[src/rtl/bus_bridge_pkg.sv]
package bus_bridge_pkg;

  typedef enum logic {
    ACC_WRITE = 1'b0,
    ACC_READ  = 1'b1
  } acc_kind_e;

  // bits needed to index n buffers (at least one)
  function automatic int idx_bits(input int n);
    int b;
    b = 1;
    while ((1 << b) < n) b++;
    return b;
  endfunction

endpackage

[src/rtl/bridge_strobe_sync.sv]
module bridge_strobe_sync #(
  parameter int STAGES = 2
) (
  input  logic clk,
  input  logic rst_n,
  input  logic async_in,
  output logic rise
);

  logic [STAGES-1:0] sync_q;
  logic [STAGES-1:0] sync_d;
  logic              last_q;

  always_comb begin
    sync_d = {sync_q[STAGES-2:0], async_in};
  end

  always_ff @(negedge clk or negedge rst_n) begin
    if (!rst_n) begin
      sync_q <= '0;
      last_q <= 1'b0;
    end else begin
      sync_q <= sync_d;
      last_q <= sync_q[STAGES-1];
    end
  end

  assign rise = sync_q[STAGES-1] & ~last_q;

  // a detected edge lasts exactly one falling-edge interval
  p_rise_single_r2: assert property (@(negedge clk) disable iff (!rst_n)
    rise |=> !rise);

endmodule

[src/rtl/bridge_cycle_engine.sv]
module bridge_cycle_engine #(
  parameter int PW   = 6,
  parameter int NBUF = 4,
  parameter int AOFF = 0
) (
  input  logic            clk,
  input  logic            rst_n,
  input  logic            start,
  input  logic [PW-1:0]   start_pl,
  input  logic [NBUF-1:0] buf_status,
  output logic            acc_en,
  output logic [PW-1:0]   acc_pl,
  output logic            busy
);

  localparam int BIW = bus_bridge_pkg::idx_bits(NBUF);

  logic          act_v,  act_v_d;
  logic [PW-1:0] act_pl, act_pl_d;
  logic          pend_v, pend_v_d;
  logic [PW-1:0] pend_pl, pend_pl_d;
  logic          acc_q;
  logic [PW-1:0] acc_pl_q;

  logic          head_v;
  logic [PW-1:0] head_pl;
  logic [BIW-1:0] head_idx;
  logic          head_ok;
  logic          go;

  always_comb begin
    head_v   = act_v | start;
    head_pl  = act_v ? act_pl : start_pl;
    head_idx = head_pl[AOFF +: BIW];
    head_ok  = buf_status[head_idx];
    go       = head_v & head_ok & ~acc_q;
  end

  // next-state for the captured / pending slots
  always_comb begin
    act_v_d   = act_v;
    act_pl_d  = act_pl;
    pend_v_d  = pend_v;
    pend_pl_d = pend_pl;
    if (go) begin
      if (act_v) begin
        if (pend_v) begin
          act_pl_d  = pend_pl;
          pend_v_d  = start;
          pend_pl_d = start ? start_pl : pend_pl;
        end else begin
          act_v_d  = start;
          act_pl_d = start ? start_pl : act_pl;
        end
      end
    end else if (start) begin
      if (!act_v) begin
        act_v_d  = 1'b1;
        act_pl_d = start_pl;
      end else if (!pend_v) begin
        pend_v_d  = 1'b1;
        pend_pl_d = start_pl;
      end
    end
  end

  always_ff @(posedge clk or negedge rst_n) begin
    if (!rst_n) begin
      act_v    <= 1'b0;
      act_pl   <= '0;
      pend_v   <= 1'b0;
      pend_pl  <= '0;
      acc_q    <= 1'b0;
      acc_pl_q <= '0;
    end else begin
      act_v   <= act_v_d;
      act_pl  <= act_pl_d;
      pend_v  <= pend_v_d;
      pend_pl <= pend_pl_d;
      acc_q   <= go;
      if (go) acc_pl_q <= head_pl;
    end
  end

  assign acc_en = acc_q;
  assign acc_pl = acc_pl_q;
  assign busy   = act_v | pend_v | acc_q;

  p_pulse_one_clock_r4: assert property (@(posedge clk) disable iff (!rst_n)
    acc_q |=> !acc_q);

  p_no_overflow_r9: assert property (@(posedge clk) disable iff (!rst_n)
    start |-> !pend_v);

  p_issue_when_ready_r7: assert property (@(posedge clk) disable iff (!rst_n)
    acc_q |-> $past(head_ok));

endmodule

[src/rtl/strobe_bus_bridge.sv]
module strobe_bus_bridge #(
  parameter int AW          = 6,
  parameter int DW          = 8,
  parameter int NBUF        = 4,
  parameter int SYNC_STAGES = 2
) (
  input  logic            clk,
  input  logic            rst_n,
  input  logic            bus_stb,
  input  logic            bus_rd,
  input  logic [AW-1:0]   bus_addr,
  input  logic [DW-1:0]   bus_wdata,
  output logic [DW-1:0]   bus_rdata,
  output logic            bus_rdy,
  input  logic [NBUF-1:0] buf_status,
  output logic            reg_wr_en,
  output logic [AW-1:0]   reg_wr_addr,
  output logic [DW-1:0]   reg_wr_data,
  output logic            reg_rd_en,
  output logic [AW-1:0]   reg_rd_addr,
  input  logic [DW-1:0]   reg_rd_data
);
  import bus_bridge_pkg::*;

  localparam int WPW = AW + DW;

  logic           stb_rise;
  logic           rd_start, wr_start;
  logic           rd_busy, wr_busy;
  logic [WPW-1:0] wr_pl;
  logic [DW-1:0]  rdata_q;
  acc_kind_e      kind;

  bridge_strobe_sync #(.STAGES(SYNC_STAGES)) u_sync (
    .clk(clk), .rst_n(rst_n), .async_in(bus_stb), .rise(stb_rise)
  );

  assign kind     = bus_rd ? ACC_READ : ACC_WRITE;
  assign rd_start = stb_rise & (kind == ACC_READ);
  assign wr_start = stb_rise & (kind == ACC_WRITE);

  bridge_cycle_engine #(.PW(AW), .NBUF(NBUF), .AOFF(0)) u_rd (
    .clk(clk), .rst_n(rst_n), .start(rd_start), .start_pl(bus_addr),
    .buf_status(buf_status), .acc_en(reg_rd_en), .acc_pl(reg_rd_addr),
    .busy(rd_busy)
  );

  bridge_cycle_engine #(.PW(WPW), .NBUF(NBUF), .AOFF(DW)) u_wr (
    .clk(clk), .rst_n(rst_n), .start(wr_start), .start_pl({bus_addr, bus_wdata}),
    .buf_status(buf_status), .acc_en(reg_wr_en), .acc_pl(wr_pl),
    .busy(wr_busy)
  );

  assign reg_wr_addr = wr_pl[DW +: AW];
  assign reg_wr_data = wr_pl[DW-1:0];

  always_ff @(posedge clk or negedge rst_n) begin
    if (!rst_n)         rdata_q <= '0;
    else if (reg_rd_en) rdata_q <= reg_rd_data;
  end

  assign bus_rdata = rdata_q;
  assign bus_rdy   = (kind == ACC_READ) ? ~(rd_busy | rd_start)
                                        : ~(wr_busy | wr_start);

  p_rdy_low_in_write_r4: assert property (@(posedge clk) disable iff (!rst_n)
    (reg_wr_en && !bus_rd) |-> !bus_rdy);

  p_rdata_hold_r6: assert property (@(posedge clk) disable iff (!rst_n)
    !reg_rd_en |=> $stable(bus_rdata));

endmodule

[config.mk]
export PLATFORM = sky130hd
export DESIGN_NAME = strobe_bus_bridge
export DESIGN_NICKNAME = d
export VERILOG_FILES = /design/src/rtl/bus_bridge_pkg.sv /design/src/rtl/bridge_strobe_sync.sv /design/src/rtl/bridge_cycle_engine.sv /design/src/rtl/strobe_bus_bridge.sv
export SDC_FILE = /design/constraint.sdc
export NUM_CORES = 1
export LEC_CHECK = 0
export BUFFER_PORTS_ARGS = -buffer_cell sky130_fd_sc_hd__buf_4
export CAP_MARGIN = 20
export CELL_PAD_IN_SITES_DETAIL_PLACEMENT = 2
export CELL_PAD_IN_SITES_GLOBAL_PLACEMENT = 2
export CORE_MARGIN = 2
export CORE_UTILIZATION = 25
export CTS_BUF_LIST = sky130_fd_sc_hd__clkbuf_4 sky130_fd_sc_hd__clkbuf_8 sky130_fd_sc_hd__clkbuf_16
export CTS_CLUSTER_DIAMETER = 60
export CTS_CLUSTER_SIZE = 10
export DETAILED_ROUTE_END_ITERATION = 7
export PLACE_DENSITY = 0.58
export SYNTH_ARGS = -nofsm -noshare
export SYNTH_HDL_FRONTEND = slang
export SYNTH_SLANG_ARGS = --single-unit
[constraint.sdc]
create_clock -name clk -period 2.3 [get_ports clk]
set_input_delay 0.23 -clock clk [delete_from_list [all_inputs] [get_ports clk]]
set_output_delay 0.23 -clock clk [all_outputs]
set_load 0.005 [all_outputs]
==> results of run 1 <==
sequential cells by signal, summed over array words and instances, names as in the netlist:
register	flops
bus_rdata	8
u_rd.acc_en	1
u_rd.acc_pl	6
u_rd.act_pl	6
u_rd.act_v	1
u_rd.pend_pl	6
u_rd.pend_v	1
u_sync.last_q	1
u_sync.sync_q	2
u_wr.acc_en	1
u_wr.acc_pl	14
u_wr.act_pl	14
u_wr.act_v	1
u_wr.pend_pl	14
u_wr.pend_v	1
Yosys cell counts, drive strengths merged, types with 4 or more instances:
cell / instances / area (um^2)
nor3: 4 / 25.0
nor2: 19 / 78.8
a211oi: 15 / 118
nand2: 29 / 119
dfrtp: 74 / 1850
o22a: 13 / 114
inv: 13 / 48.8
nor4: 27 / 169
nand3b: 4 / 30.0
a21oi: 12 / 60.1
buf: 19 / 121
o21ai: 31 / 155
mux2i: 19 / 190
mux2: 34 / 424
clkbuf: 10 / 37.5
per-stage QoR:
| step | TNS, ns | hold slack [ns] | area, um^2 |
|---|---|---|---|
| 2_1_floorplan | -45.82 | -0.0656 | 3990 |
| 3_3_place_gp | -52.32 | 0.144 | 4840 |
| 3_5_place_dp | -54.17 | 0.143 | 4840 |
| 4_1_cts | -51.04 | 0.104 | 5660 |
| 5_1_grt | -58.90 | 0.119 | 5830 |
| 6_report | -52.04 | 0.119 | 5830 |
final cells by class:
| cell class | instances | area, um^2 |
|---|---|---|
| Timing Repair Buffer | 127 | 1130 |
| Tap cell | 211 | 264 |
| Inverter | 13 | 61.3 |
| Fill cell | 1588 | 9430 |
| Multi-Input combinational cell | 237 | 2110 |
| Clock buffer | 12 | 260 |
| Sequential cell | 77 | 1930 |
| Clock inverter | 4 | 70.1 |
layout by cell type (no fill, tap or decap), types with 2 or more instances in the layout:
| master | instances |
|---|---|
| clkbuf_16 | 12 |
| nor2_1 | 18 |
| buf_6 | 11 |
| clkbuf_8 | 2 |
| a21oi_1 | 6 |
| a222oi_1 | 3 |
| a211oi_1 | 11 |
| bufinv_16 | 2 |
| nand3b_1 | 4 |
| a21oi_2 | 6 |
| a211oi_2 | 3 |
| mux2_2 | 13 |
| buf_12 | 4 |
| inv_1 | 11 |
| nand3_1 | 2 |
| dfrtp_1 | 74 |
| buf_8 | 2 |
| clkinv_2 | 2 |
| dfrtn_1 | 3 |
| mux2_4 | 21 |
| o22ai_4 | 2 |
| nand2_1 | 27 |
| o22a_1 | 13 |
| nor4_2 | 8 |
| nor3_4 | 2 |
| nor4_1 | 14 |
| mux2i_1 | 19 |
| buf_4 | 105 |
| nor4_4 | 5 |
| o21ai_0 | 9 |
| o21ai_1 | 21 |
worst min-delay path by stage:
stage,startpoint,to,cells after the start
global placement,rst_n,bus_rdata[3],1
floorplan,rst_n,bus_rdata[0],0
finish,reg_rd_data[3],bus_rdata[3],2
detailed placement,rst_n,bus_rdata[3],1
global route,reg_rd_data[2],bus_rdata[2],2
CTS,reg_rd_data[3],bus_rdata[3],2
power by group through the flow:
stage          Clock [uW]  Combinational, uW  Sequential (uW)
6_report             1590               4870             2560
5_1_grt              1700               5300             2670
4_1_cts              1640               4600             2550
3_5_place_dp            0               3790             2530
3_3_place_gp            0               3670             2490
2_1_floorplan           0               2500             2330
critical path: stages (launching register included):
cell and delay (ns):
dfrtn_1 0.40, nor3b_4 0.20, o21bai_2 0.10, a211o_1 0.29, buf_6 0.17, buf_12 0.14
nor3_4 0.16, o22ai_4 0.13, buf_6 0.16, o22a_1 0.19
metal layers:
layer / share of wire / vias to the layer above
met2: 0.49 / 45
li1: - / 1539
met1: 0.47 / 1717
met5: 0 / -
met4: 0.012 / 0
met3: 0.025 / 11
cells by family (layout without fill, tap and decap cells):
| logic type | Yosys count | count (layout) | synth area share |
|---|---|---|---|
| and+or+nand+nor | 94 | 94 | 0.134 |
| AOI/OAI and AO/OA | 88 | 88 | 0.155 |
| DFF | 77 | 77 | 0.493 |
| muxes | 54 | 54 | 0.163 |
| buffers and inverters | 42 | 156 | 0.0531 |
| xor gates and xnor gates | 1 | 1 | 0.00224 |
repair_timing:
action / 4_1_cts / 5_1_grt
hold buffers: 1 / 0
buffers inserted: 17 / 5
gates cloned: 3 / 2
resized for setup: 62 / 22
setup endpoints to repair: 67 / 67
endpoints found under the hold margin: 16 / 0
pin swaps: 14 / 17
==> results.py, run 1 <==
metrics = {
    "sta": {
        "slew_headroom": 0.389,
        "worst_slack_ns": -0.909,
        "drv_slew": 0,
        "rsz0062_at_grt": "yes",
        "finalHoldViolCount": 0,
        "tightest_slew_ns": 0.917,
        "clock_skew_ns": 0.00706,
        "finalSetupViolCount": 67,
    },
    "pwr": {
        "p_sw_uw": 3410,
        "clkPwrFrac": 0.176,
        "peakVddDrop_uv": 456,
        "p_comb_frac": 0.540,
        "power-per-cell-area_nw_per_um2": 1550,
        "p_leak_uw": 0.00256,
        "switching_share": 0.378,
        "pwr-share-seq": 0.284,
        "cell_internal_pwr_uw": 5610,
        "total_power_uw": 9020,
    },
    "cts": {
        "cts_tree": "built",
        "htreeDepth": 3,
        "cts_root_buf": "clkbuf_16",
        "clock_latency_ns": 0.34,
        "numCtsBuffers": 9,
        "clk_pin_slew_worst_paths_ns": 0.06,
        "cts_sinks": 77,
        "clockBufferDepth": 2,
    },
    "yosys": {
        "ys_seq_area_frac": 0.493,
        "synth_area_um2": 3910,
        "yosys_warnings": 0,
        "syn_inst": 356,
        "async_flop_share": 1.00,
        "ys_ff_latch": 77,
        "ys_types": 54,
        "synth_edf_count": 0,
        "synthFlopType": "dfrtp_1",
        "syn_nets": 386,
        "synth_area_per_cell_um2": 11.0,
    },
    "grt": {
        "grt_use_total": 0.161,
        "use_met1": 0.214,
        "grt_max_degree": 59,
        "grt_antenna_before_repair": 0,
        "use_met3": 0.0334,
        "grt.busiest_layer": "met2",
        "grt_pass1_wl_um": 20500,
        "grt-ovfl-total": 0,
        "use_met2": 0.265,
        "grt_pass1_vias": 3681,
    },
    "floorplanning": {
        "dieHeight_um": 129,
        "io_pins": 61,
        "core_area_um2": 15300,
        "die-area_um2": 16700,
        "row_count": 45,
        "chipWidth_um": 129,
        "start_util": 0.256,
    },
    "critical_path": {
        "crit_path_start_kind": "flip-flop",
        "timing.rr.start": "u_sync.sync_q[1]",
        "cp-end-kind": "flip-flop",
        "reg2reg_setup_slack_ns": -0.91,
        "cp_max_fo": 7,
        "crit_end": "u_wr.act_pl[12]",
        "ff2ff_path_depth": 9,
        "required_ns": 2.53,
        "reg2reg_to": "u_wr.act_pl[12]",
        "setup.worst_path.class": "flip-flop to flip-flop",
        "arrival_ns": 3.44,
        "cp-startpoint": "u_sync.sync_q[1]",
    },
    "job": {
        "max-cap-violations": 0,
    },
    "outcome": {
        "violations": "negative setup slack",
        "status": "finished, violations left",
    },
    "route": {
        "vias": 3312,
        "drt-wirelength-per-cell_um": 18.8,
        "drtAntennaViolNets": 0,
        "first_iter_violations": 126,
        "viasPerCell": 4.86,
        "wirelength_um": 12800,
        "drt_first_pass_iters": 6,
        "post-route-drc-count": 0,
    },
    "finish": {
        "fin_nets": 495,
        "final_cells": 681,
        "antennaDiodeCount": 0,
        "post-route-util": 0.382,
        "final_layout_size_suffix_gt1_frac": 0.472,
        "syn_to_final_growth_pct": 49.0,
    },
    "place": {
        "pre_cts_ws_ns": -0.985,
        "gp_congestion": 0.731,
        "io_buffers": 60,
        "placedCellCount": 639,
        "dp_hpwl_um": 7970,
    },
    "worst_hold_path": {
        "hold_class": "input pin to flip-flop",
    },
}
Note: power is estimated with default switching activity, not from simulation.
==> run 2: changes to the inputs <==
Settings changed: CORE_ASPECT_RATIO set to 1.75, RECOVER_POWER set to 50.
==> run 2 against run 1 <==
The flow still finishes with violations (negative setup slack). Critical path depth is 2 lower. Sequential share of layout area is 0.10 points higher. Clock skew is 0.0025 ns higher. Via count is 2.7% higher. Routed wire length is 6.4% higher. Combinational power is 4% higher. Largest cell class unchanged.
==> results.py, run 2 (synthesis gave the netlist of run 1 again) <==
metrics = {
    "finish": {
        "multi_input_area_um2": 2080,
        "final_cells": 662,
        "antennaDiodeCount": 0,
        "fin_nets": 501,
        "layout_common_cells": "105 x buf_4, 74 x dfrtp_1, 25 x nand2_1",
        "final_common_cell": "buf_4",
        "final_layout_size_suffix_gt1_frac": 0.489,
        "syn_to_final_growth_pct": 48.6,
        "regArea_um2": 1930,
        "fillers": 1669,
    },
    "route": {
        "wirelength_um": 13600,
        "drt_first_pass_iters": 4,
        "drtAntennaViolNets": 0,
        "viasPerCell": 5.14,
        "post-route-drc-count": 0,
        "first_iter_violations": 116,
        "drt-wirelength-per-cell_um": 20.5,
        "vias": 3400,
    },
    "floorplanning": {
        "die-area_um2": 16700,
        "chipWidth_um": 98.5,
        "dieHeight_um": 169,
        "row_count": 60,
        "io_pins": 61,
        "core_area_um2": 15300,
        "start_util": 0.255,
    },
    "critical_path": {
        "cp_max_fo": 10,
        "setup.worst_path.class": "flip-flop to flip-flop",
        "crit_family": "simple AND/OR/NAND/NOR gates",
        "required_ns": 2.52,
        "path_cells": "nor3b_4, o21bai_2, a211o_4, or3_4, nand4_4, buf_12, mux2_2",
        "crit_slowest_cell": "dfrtn_1",
        "path_buf_inv": 1,
        "cp-end-kind": "flip-flop",
        "cp_slowest_stage_delay_ns": 0.42,
        "arrival_ns": 3.54,
        "crit_path_start_kind": "flip-flop",
    },
    "grt": {
        "grt_max_degree": 72,
        "grt-ovfl-total": 0,
        "use_met2": 0.312,
        "grt_antenna_before_repair": 0,
        "grt_pass1_wl_um": 20700,
        "grt.busiest_layer": "met2",
        "grt_use_total": 0.160,
        "use_met3": 0.0259,
        "grt_pass1_vias": 3781,
        "use_met1": 0.166,
    },
    "place": {
        "dp_hpwl_um": 8870,
        "gp_congestion": 0.781,
        "placedCellCount": 619,
        "io_buffers": 60,
    },
    "sta": {
        "finalHoldViolCount": 0,
        "fin_tns_setup_ns": -57.46,
        "drv_slew": 0,
        "finalSetupViolCount": 67,
        "worst_slack_ns": -1.02,
        "clock_skew_ns": 0.00954,
        "rsz0062_at_grt": "yes",
        "tightest_slew_ns": 1.06,
        "slew_headroom": 0.296,
    },
    "pwr": {
        "p_leak_uw": 0.00255,
        "peakVddDrop_uv": 381,
        "power-per-cell-area_nw_per_um2": 1590,
    },
    "outcome": {
        "violations": "negative setup slack",
        "status": "finished, violations left",
    },
    "worst_hold_path": {
        "hold_class": "input pin to flip-flop",
    },
    "cts": {
        "htreeDepth": 3,
        "clk_pin_slew_worst_paths_ns": 0.06,
        "cts_sinks": 77,
        "clockBufferDepth": 2,
        "numCtsBuffers": 9,
        "cts_tree": "built",
        "cts_root_buf": "clkbuf_16",
        "clock_latency_ns": 0.35,
    },
    "job": {
        "max-cap-violations": 0,
    },
}
## run 2: final timing paths
| kind | start | end | slack [ns] | cells past startpoint |
|---|---|---|---|---|
| max | u_sync.sync_q[1] | u_wr.pend_pl[13] | -1.02 | 7 |
| min | reg_rd_data[6] | bus_rdata[6] | 0.12 | 2 |
| max reg2reg | u_sync.sync_q[1] | u_wr.pend_pl[13] | -1.02 | 7 |
| min reg2reg | u_sync.sync_q[0] | u_sync.sync_q[1] | 0.34 | 0 |
| max in group asynchronous | rst_n | bus_rdata[1] | 0.36 | 3 |
| min in group asynchronous | rst_n | u_wr.acc_pl[0] | 0.42 | 2 |
## run 2: where the power goes
| group | leakage [uW] | internal, uW | switching [uW] |
|---|---|---|---|
| logic | 0.00148 | 2710 | 2350 |
| registers | 0.000918 | 2020 | 579 |
| clock network | 0.000148 | 961 | 603 |
## run 2: cell type report
type                    instances  area share
multi-input cells             237       0.358
flip-flops and latches         77       0.332
repair buffers                132       0.203
clock buffers                  10      0.0401
well taps                     186      0.0401
clock inverters                 6      0.0151
inverters                      13      0.0110
repair inverters                1     0.00151
## run 2: timing repair
item	4_1_cts	5_1_grt
endpoints found under the setup margin	67	67
setup buffers	17	9
gates cloned	2	2
pin swaps	9	15
resized for setup	44	43
hold buffers	1	0
hold endpoints to repair	3	0
## run 2: per-layer routing
metal  vias up  part of all wire
li1       1542                 -
met1      1790              0.37
met2        54              0.60
met3        14             0.021
met4         0             0.017
met5         -                 0
## run 2: stage by stage
step | total power (uW) | worst slack (ns) | hold WS [ns] | instance area [um^2] | utilization
after global placement | 6290 | -1.01 | 0.0892 | 4880 | 0.319
after global routing | 9820 | -1.09 | 0.122 | 5810 | 0.379
after CTS | 8760 | -1.02 | 0.108 | 5570 | 0.363
after detailed placement | 6460 | -1.09 | 0.0895 | 4880 | 0.319
final | 9220 | -1.02 | 0.120 | 5810 | 0.379
after floorplan | 4840 | -1.03 | -0.0656 | 3990 | -
## run 2: worst reg2reg max path: stages (launching register included)
cell and delay, ns:
dfrtn_1 0.42, nor3b_4 0.23, o21bai_2 0.12, a211o_4 0.30, or3_4 0.39, nand4_4 0.09
buf_12 0.15, mux2_2 0.34
